$ cat src/rtl/ctlreg_pkg.sv
package ctlreg_pkg;

    localparam int CR_DW   = 32;
    localparam int CR_CW   = 12;
    localparam int CR_OPW  = 16;
    localparam int CR_NUM  = 15;
    localparam int CR_IDW  = $clog2(CR_NUM + 1);

    localparam logic [CR_OPW-1:0] MOVE_OPC  = 16'h4E7A;
    localparam logic [CR_OPW-1:0] MOVE_MASK = 16'hFFFE;

    localparam logic [CR_DW-1:0] CACHE_MASK_G4 = 32'h8000_8000;
    localparam logic [CR_DW-1:0] CACHE_MASK_G5 = 32'hF8E0_E000;

    typedef enum logic [CR_IDW-1:0] {
        CR_FCS    = 4'd0,
        CR_FCD    = 4'd1,
        CR_CACHE  = 4'd2,
        CR_XLAT   = 4'd3,
        CR_ITW0   = 4'd4,
        CR_ITW1   = 4'd5,
        CR_DTW0   = 4'd6,
        CR_DTW1   = 4'd7,
        CR_USP    = 4'd8,
        CR_VBASE  = 4'd9,
        CR_MSP    = 4'd10,
        CR_ISP    = 4'd11,
        CR_XSTAT  = 4'd12,
        CR_UROOT  = 4'd13,
        CR_SROOT  = 4'd14,
        CR_NONE   = 4'd15
    } cr_id_e;

    typedef struct packed {
        logic   hit;
        logic   wr;
        cr_id_e id;
    } cr_req_t;

    function automatic cr_id_e cr_lookup(input logic [CR_CW-1:0] code);
        cr_id_e r;
        case (code)
            12'h000: r = CR_FCS;
            12'h001: r = CR_FCD;
            12'h002: r = CR_CACHE;
            12'h003: r = CR_XLAT;
            12'h004: r = CR_ITW0;
            12'h005: r = CR_ITW1;
            12'h006: r = CR_DTW0;
            12'h007: r = CR_DTW1;
            12'h800: r = CR_USP;
            12'h801: r = CR_VBASE;
            12'h803: r = CR_MSP;
            12'h804: r = CR_ISP;
            12'h805: r = CR_XSTAT;
            12'h806: r = CR_UROOT;
            12'h807: r = CR_SROOT;
            default: r = CR_NONE;
        endcase
        return r;
    endfunction

    function automatic logic cr_allowed(input cr_id_e id, input logic [2:0] gen);
        logic g15, g25, g24, g45, g4, ok;
        g15 = (gen >= 3'd1) && (gen <= 3'd5);
        g25 = (gen >= 3'd2) && (gen <= 3'd5);
        g24 = (gen >= 3'd2) && (gen <= 3'd4);
        g45 = (gen == 3'd4) || (gen == 3'd5);
        g4  = (gen == 3'd4);
        case (id)
            CR_FCS, CR_FCD, CR_USP, CR_VBASE:  ok = g15;
            CR_CACHE:                          ok = g25;
            CR_XLAT, CR_UROOT, CR_SROOT:       ok = g45;
            CR_XSTAT:                          ok = g4;
            CR_ITW0, CR_ITW1, CR_DTW0, CR_DTW1: ok = g4;
            CR_MSP, CR_ISP:                    ok = g24;
            default:                           ok = 1'b0;
        endcase
        return ok;
    endfunction

    function automatic logic [CR_DW-1:0] cache_wmask(input logic [2:0] gen);
        logic [CR_DW-1:0] m;
        case (gen)
            3'd4:    m = CACHE_MASK_G4;
            3'd5:    m = CACHE_MASK_G5;
            default: m = '1;
        endcase
        return m;
    endfunction

endpackage

$ cat src/rtl/ctlreg_decode.sv
module ctlreg_decode
    import ctlreg_pkg::*;
#(
    parameter int OPW = CR_OPW,
    parameter int CW  = CR_CW
) (
    input  logic           valid,
    input  logic [OPW-1:0] opcode,
    input  logic [CW-1:0]  code,
    output cr_req_t        req
);
    // The pair of move opcodes differs only in bit 0, which picks direction.
    always_comb begin
        req.hit = valid && ((opcode & MOVE_MASK) == MOVE_OPC);
        req.wr  = opcode[0];
        req.id  = cr_lookup(code);
    end
endmodule

$ cat src/rtl/ctlreg_gate.sv
module ctlreg_gate
    import ctlreg_pkg::*;
(
    input  cr_req_t    req,
    input  logic [2:0] gen,
    output logic       pass,
    output logic       fault
);
    logic allow;

    always_comb begin
        allow = cr_allowed(req.id, gen);
        pass  = req.hit && allow;
        fault = req.hit && !allow;
    end
endmodule

$ cat src/rtl/ctlreg_store.sv
module ctlreg_store
    import ctlreg_pkg::*;
#(
    parameter int DW = CR_DW,
    parameter int N  = CR_NUM
) (
    input  logic          clk,
    input  logic          rst,
    input  logic          we,
    input  cr_id_e        id,
    input  logic [DW-1:0] wdata,
    input  logic [2:0]    gen,
    output logic [DW-1:0] rdata
);
    logic [DW-1:0] bank [N];
    logic [DW-1:0] wval;

    // Cache control keeps only the bits the selected generation implements.
    always_comb begin
        if (id == CR_CACHE) wval = wdata & cache_wmask(gen);
        else                wval = wdata;
    end

    for (genvar i = 0; i < N; i++) begin : g_slot
        logic [DW-1:0] q;
        always_ff @(posedge clk) begin
            if (rst)
                q <= '0;
            else if (we && (id == cr_id_e'(CR_IDW'(i))))
                q <= wval;
        end
        assign bank[i] = q;
    end

    always_comb begin
        rdata = '0;
        for (int i = 0; i < N; i++) begin
            if (id == cr_id_e'(CR_IDW'(i))) rdata = bank[i];
        end
    end
endmodule

$ cat src/rtl/ctlreg_bank.sv
module ctlreg_bank
    import ctlreg_pkg::*;
#(
    parameter int DW  = CR_DW,
    parameter int CW  = CR_CW,
    parameter int OPW = CR_OPW
) (
    input  logic           clk,
    input  logic           rst,
    input  logic           acc_valid,
    input  logic [OPW-1:0] acc_opcode,
    input  logic [CW-1:0]  acc_code,
    input  logic [DW-1:0]  acc_wdata,
    input  logic [2:0]     cpu_model,
    output logic [DW-1:0]  rd_data,
    output logic           illegal,
    output logic           done
);
    cr_req_t       req;
    logic          pass;
    logic          fault;
    logic [DW-1:0] slot_rd;

    ctlreg_decode #(.OPW(OPW), .CW(CW)) u_dec (
        .valid  (acc_valid),
        .opcode (acc_opcode),
        .code   (acc_code),
        .req    (req)
    );

    ctlreg_gate u_gate (
        .req   (req),
        .gen   (cpu_model),
        .pass  (pass),
        .fault (fault)
    );

    ctlreg_store #(.DW(DW), .N(CR_NUM)) u_store (
        .clk   (clk),
        .rst   (rst),
        .we    (pass && req.wr),
        .id    (req.id),
        .wdata (acc_wdata),
        .gen   (cpu_model),
        .rdata (slot_rd)
    );

    assign done    = pass;
    assign illegal = fault;
    assign rd_data = (pass && !req.wr) ? slot_rd : '0;
endmodule

$ cat config.mk
export PLATFORM = sky130hd
export DESIGN_NAME = ctlreg_bank
export DESIGN_NICKNAME = d
export VERILOG_FILES = /design/src/rtl/ctlreg_pkg.sv /design/src/rtl/ctlreg_decode.sv /design/src/rtl/ctlreg_gate.sv /design/src/rtl/ctlreg_store.sv /design/src/rtl/ctlreg_bank.sv
export SDC_FILE = /design/constraint.sdc
export NUM_CORES = 1
export LEC_CHECK = 0
export ABC_AREA = 0
export BUFFER_PORTS_ARGS = -buffer_cell sky130_fd_sc_hd__buf_2
export CORE_MARGIN = 2
export CORE_UTILIZATION = 42
export CTS_BUF_LIST = sky130_fd_sc_hd__clkbuf_4 sky130_fd_sc_hd__clkbuf_8
export DETAILED_ROUTE_END_ITERATION = 12
export SLEW_MARGIN = 20
export SYNTH_ARGS = -nofsm -noshare
export SYNTH_HDL_FRONTEND = slang
export SYNTH_SLANG_ARGS = --single-unit
$ cat constraint.sdc
create_clock -name clk -period 4.2 [get_ports clk]
set_input_delay 0.42 -clock clk [delete_from_list [all_inputs] [get_ports clk]]
set_output_delay 0.42 -clock clk [all_outputs]
set_load 0.05 [all_outputs]
==> flow_summary.json, run 1 <==
{
  "outcome": "complete, no violations",
  "p_int_w": 0.007146,
  "antenna_found_initial": 9,
  "htreeDepth": 3,
  "synth_warnings": 0,
  "power_switching_w": 0.002144,
  "grt.total_usage": 0.2963,
  "insertion_delay_ns": 0.67,
  "grt_pass1_vias": 18150,
  "yosys-top-cells-area": "dfxtp_1 (47%), nand3b_1 (16%), o21ai_0 (11%)",
  "wl_per_cell_um": 24.90,
  "dp_cells": 2931,
  "synth_top_area_frac": 0.4651,
  "startpoint_type": "primary input",
  "synth.most_common_cell": "dfxtp_1",
  "cts_buffers": 82,
  "vias_per_cell": 6.228,
  "synth_top_area_cell": "dfxtp_1",
  "grt_max_degree": 301,
  "gp_congestion": 0.9193,
  "cts_tree": "built",
  "power_density_mw_per_mm2": 380.9,
  "setup_viol": 0,
  "row_count": 81,
  "end_kind": "primary output",
  "max_freq_mhz": 249.7,
  "dr.pass1.iters": 6,
  "cpPeakStageDelay_ns": 0.58,
  "clock_sinks": 480,
  "final_area_mm2": 0.02439,
  "cts_buffer_depth": 3,
  "grt_first_pass_wirelength_um": 113400,
  "syn_nets": 2364,
  "pwr-share-seq": 0.490,
  "die_h_um": 225.8,
  "placed_cell_area_mm2": 0.02266,
  "path_cells": "buf_2 -> or4_4 -> a2111oi_4 -> nand3_1 -> o221ai_1 -> nor2_1 -> or3b_2 -> buf_4 -> a2111oi_2 -> buf_4 -> buf_12",
  "async_flop_share": 0,
  "reg_top3": "u_store.g_slot.q: 480 flops",
  "ys_seq_elements": 480,
  "pwr-share-comb": 0.035,
  "avgSynthCellArea_um2": 8.990,
  "synth_top_flop_cell": "dfxtp_1",
  "synthTopCellsByCount": "dfxtp_1 (480), o21ai_0 (466), nand3b_1 (451)",
  "root_buffer": "clkbuf_8",
  "final-max-slew-violation-count": 0,
  "numPortBuffers": 99,
  "cp_top_family": "simple AND/OR/NAND/NOR gates",
  "path_buf_inv": 4,
  "max_cap_violations": 0,
  "die_x_um": 225.8,
  "syn-cell-area_mm2": 0.02066,
  "fillers": 4577,
  "p_leak_nw": 8.552,
  "cpMostUsedCell": "buf_4",
  "max-vdd-ir-drop_mv": 0.2739,
  "synth_edf_count": 0,
  "skew_ns": 0,
  "syn_inst": 2298,
  "vias": 19150,
  "regMostFlops": "u_store.g_slot.q",
  "routed_wl_um": 76560,
  "syn_to_final_growth_pct": 18.06,
  "coreArea_mm2": 0.04875,
  "yosysSeqAreaShare": 0.4651,
  "clk_pin_slew_ns": 0.06,
  "ys_types": 64,
  "drive_above_1_share": 0.1828,
  "path_class": "in -> out",
  "dpl.hpwl_um": 47570,
  "finalHoldViolCount": 0,
  "holdBufCountCts": 0,
  "dieArea_mm2": 0.05098,
  "arrival_ns": 3.58,
  "drc": 0,
  "boundaryPins": 100,
  "rsz0062_at_grt": "no",
  "ant_nets": 0,
  "period_share": 0.9535,
  "period_needed_ns": 4.005,
  "switching_share": 0.2308,
  "slowest_stage": "or4_4",
  "tightestPinTransition_ns": 1.253,
  "required_ns": 3.78,
  "largest_register_ffs": 480,
  "clkPwrFrac": 0.475,
  "final_cells": 3075,
  "relSlewSlack": 0.1645,
  "critPathMaxFanout": 5,
  "hold_class": "in -> reg",
  "overflow": 0,
  "nNetsFinal": 2417,
  "drt_iter0_markers": 2623,
  "start_util": 0.4238
}
[routing by layer]
metal  track usage  wire length (um)  part of all wire
met2        0.4687             35070              0.46
met3       0.06128              6085             0.079
met5             0                46           0.00060
met4        0.1275              2994             0.039
met1        0.3913             32370              0.42
[cell type report]
class | count | area [um2] | share of cell area
clock inverter | 12 | 101.3 | 0.004155
tap | 664 | 830.8 | 0.03406
sequential | 480 | 9609 | 0.3940
antenna | 4 | 10.01 | 0.0004104
inverter | 2 | 7.507 | 0.0003078
timing repair buffer | 228 | 1787 | 0.07325
clock buffer | 128 | 1599 | 0.06556
multi-input combinational | 1557 | 10450 | 0.4283
[through the flow]
stage	setup TNS (ns)	worst slack [ns]	power [W]	utilization	hold slack, ns
6_report	0	0.1952	0.009290	0.5003	0.2007
5_1_grt	0	0.08334	0.009544	0.5002	0.1937
4_1_cts	0	0.04449	0.009334	0.4999	0.1601
3_5_place_dp	0	0.02519	0.004973	0.4649	0.4685
3_3_place_gp	0	0.1216	0.004970	0.4649	0.4608
2_1_floorplan	-1.260	-0.6298	0.004847	-	0.4488
[kinds of logic after synthesis]
logic type             after synthesis  synth area share
flip-flops                         480            0.4651
XOR/XNOR                             4          0.001696
multiplexers                        35           0.01720
buffers and inverters              261           0.04936
AND/OR/NAND/NOR                    743            0.2333
AO/OA/AOI/OAI                      775            0.2333
[final timing paths]
path | endpoint | startpoint | slack [ns] | cells after the start
hold reg to reg | u_store.g_slot[1].q[2] | u_store.g_slot[1].q[2] | 0.49 | 2
setup / recovery | rd_data[7] | acc_code[5] | 0.20 | 11
setup reg to reg | u_store.g_slot[8].q[9] | u_store.g_slot[8].q[9] | 3.50 | 2
hold / removal | u_store.g_slot[8].q[31] | acc_wdata[31] | 0.20 | 3
[power groups by stage]
stage	sequential, W	clock [W]	combinational, W
finish	0.00455	0.00441	0.000326
global route	0.00455	0.00465	0.000344
CTS	0.00455	0.00446	0.000320
detailed placement	0.00465	0	0.000320
global placement	0.00465	0	0.000317
floorplan	0.00465	0	0.000194
[worst register-to-register path, cell delays in order, from the launching register on]
cell,delay (ns)
dfxtp_1,0.43
nand3b_1,0.10
o21ai_0,0.10
[placed cells by master, fill, tap and decap left out, types with 41 or more instances in the layout]
cell type and n:
a21oi_1 48, o22ai_1 41, o21ai_0 466, clkbuf_8 102
nand3b_1 451, nor2_1 60, dfxtp_1 480, buf_2 88
nand2_1 101, buf_4 116
[repair_timing]
item                                    4_1_cts  5_1_grt
setup buffers                                 0        0
gates cloned                                  0        0
resized for setup                             1        3
endpoints found under the hold margin         0        0
endpoints found under the setup margin        1       15
Power figures use the tool's default switching activity.
==> run 2, diff against run 1 <==
Settings changed: BUFFER_PORTS_ARGS -buffer_cell sky130_fd_sc_hd__buf_2 to unset, DONT_BUFFER_PORTS set to 1.
Clock period 4.2 ns to 4.6 ns, I/O delays scaled along.
==> run 2 against run 1 <==
Against the previous run:
- routed wire length decreased by 0.54%
- highest routed layer is now met4
- power decreased by 7.5%
- die area unchanged
- largest cell class unchanged
==> flow_summary.json, run 2 (synthesis gave the netlist of run 1 again) <==
{
  "htreeDepth": 3,
  "start_util": 0.4238,
  "root_buffer": "clkbuf_8",
  "dieArea_mm2": 0.05098,
  "max_freq_mhz": 229.6,
  "ant_nets": 0,
  "critPathMaxFanout": 8,
  "multiInputGateArea_mm2": 0.01043,
  "final_cell_mix": "dfxtp_1 (480), o21ai_0 (466), nand3b_1 (451)",
  "power_density_mw_per_mm2": 359.5,
  "routed_wl_um": 76140,
  "relSlewSlack": 0.3022,
  "outcome": "complete, no violations",
  "dpl.hpwl_um": 45480,
  "p_leak_nw": 8.129,
  "grt_pass1_vias": 17920,
  "setup_ws_ns": 0.2455,
  "max-vdd-ir-drop_mv": 0.2729,
  "grt_use_met2": 0.4525,
  "coreArea_mm2": 0.04875,
  "regMostFlops": "u_store.g_slot.q",
  "clock_sinks": 480,
  "gp_congestion": 0.9107,
  "row_count": 81,
  "dp_cells": 2818,
  "largest_register_ffs": 480,
  "final_cells": 2980,
  "boundaryPins": 100,
  "skew_ns": 0,
  "drt_iter0_markers": 2653,
  "cts_buffers": 82,
  "seq_area_mm2": 0.009609,
  "busiest_layer": "met2",
  "wl_per_cell_um": 25.55,
  "dr.pass1.iters": 6,
  "numPortBuffers": 0,
  "globalRouteMet1Util": 0.3897,
  "startpoint_type": "primary input",
  "syn_to_final_growth_pct": 15.69,
  "placed_cell_area_mm2": 0.02196,
  "setup_viol": 0,
  "pre_cts_ws_ns": 0.3416,
  "max_cap_violations": 0,
  "grt_first_pass_wirelength_um": 113600,
  "antenna_found_initial": 8,
  "tightestPinTransition_ns": 1.047,
  "grt_max_degree": 342,
  "power_w": 0.008592,
  "drive_above_1_share": 0.1414,
  "cts_buffer_depth": 3,
  "cts_setup_buffers": 0,
  "final_common_cell": "dfxtp_1",
  "die_h_um": 225.8,
  "fillers": 4541,
  "overflow": 0,
  "use_met3": 0.07182,
  "rsz0062_at_grt": "no",
  "required_ns": 4.14,
  "clk_pin_slew_ns": 0.06,
  "final_area_mm2": 0.02390,
  "period_needed_ns": 4.354,
  "final-max-slew-violation-count": 0,
  "vias": 19040,
  "nNetsFinal": 2313,
  "insertion_delay_ns": 0.67,
  "cts_tree": "built",
  "finalHoldViolCount": 0,
  "end_kind": "primary output",
  "arrival_ns": 3.89,
  "reg_top3": "u_store.g_slot.q: 480 flops",
  "path_class": "in -> out",
  "grt.total_usage": 0.2947,
  "period_share": 0.9466,
  "drc": 0,
  "hold_class": "in -> reg",
  "vias_per_cell": 6.390,
  "die_x_um": 225.8
}
-- run 2: cell count changes in the layout (fill, tap and decap cells not counted), moves of 2 or more --
cell / change
buf_12: -7
and3_2: -3
clkinv_2: -4
and3_1: +3
dlygate4sd3_1: +8
clkbuf_8: +14
buf_4: -19
inv_6: -3
buf_2: -88
diode_2: +6
clkbuf_4: -4
inv_8: +2
-- run 2: layer usage --
layer  up-vias  share of wire
met1      9348           0.41
met4         0          0.038
met2      1008           0.45
li1       8502              -
met5         -              0
met3       184           0.10
-- run 2: worst max-delay path, cell delays in order --
cell and delay [ns]:
or4_1 0.69, a2111oi_4 0.46, and3_1 0.36, and3_1 0.56
a21oi_1 0.15, or4_1 0.55, a311oi_2 0.39, buf_4 0.27
-- run 2: path summary, 6_finish.rpt --
check                           start                       end  slack (ns)  depth (start not counted)
min reg2reg   u_store.g_slot[8].q[19]   u_store.g_slot[8].q[19]        0.49                          2
max reg2reg  u_store.g_slot[13].q[15]  u_store.g_slot[13].q[15]        3.40                          3
max                       acc_code[5]                rd_data[0]        0.25                          8
min                     acc_opcode[0]  u_store.g_slot[10].q[31]        0.05                          3
-- run 2: what timing repair did --
item | 4_1_cts | 5_1_grt
gates resized for setup | 0 | 0
hold buffers | 9 | 0
endpoints found under the hold margin | 122 | 0
-- run 2: where the power goes --
group | switching, W | internal [W]
Sequential | 0.000000000000517 | 0.00416
Clock | 0.00180 | 0.00243
Combinational | 0.000128 | 0.0000848
-- run 2: cell type report --
class / instances / area share
tap: 664 / 0.03476
multi-input combinational: 1557 / 0.4365
inverter: 2 / 0.0003141
timing repair buffer: 124 / 0.04952
clock inverter: 7 / 0.003246
antenna: 10 / 0.001047
clock buffer: 136 / 0.07255
sequential: 480 / 0.4020
-- run 2: per-stage QoR --
stage                     setup TNS, ns  utilization  hold WS, ns
after floorplan                 -0.6197            -       0.4488
after global placement                0       0.4504       0.4620
after detailed placement              0       0.4504       0.4692
after CTS                             0       0.4898     0.002300
after global routing                  0       0.4903      0.02869
final                                 0       0.4903      0.05391
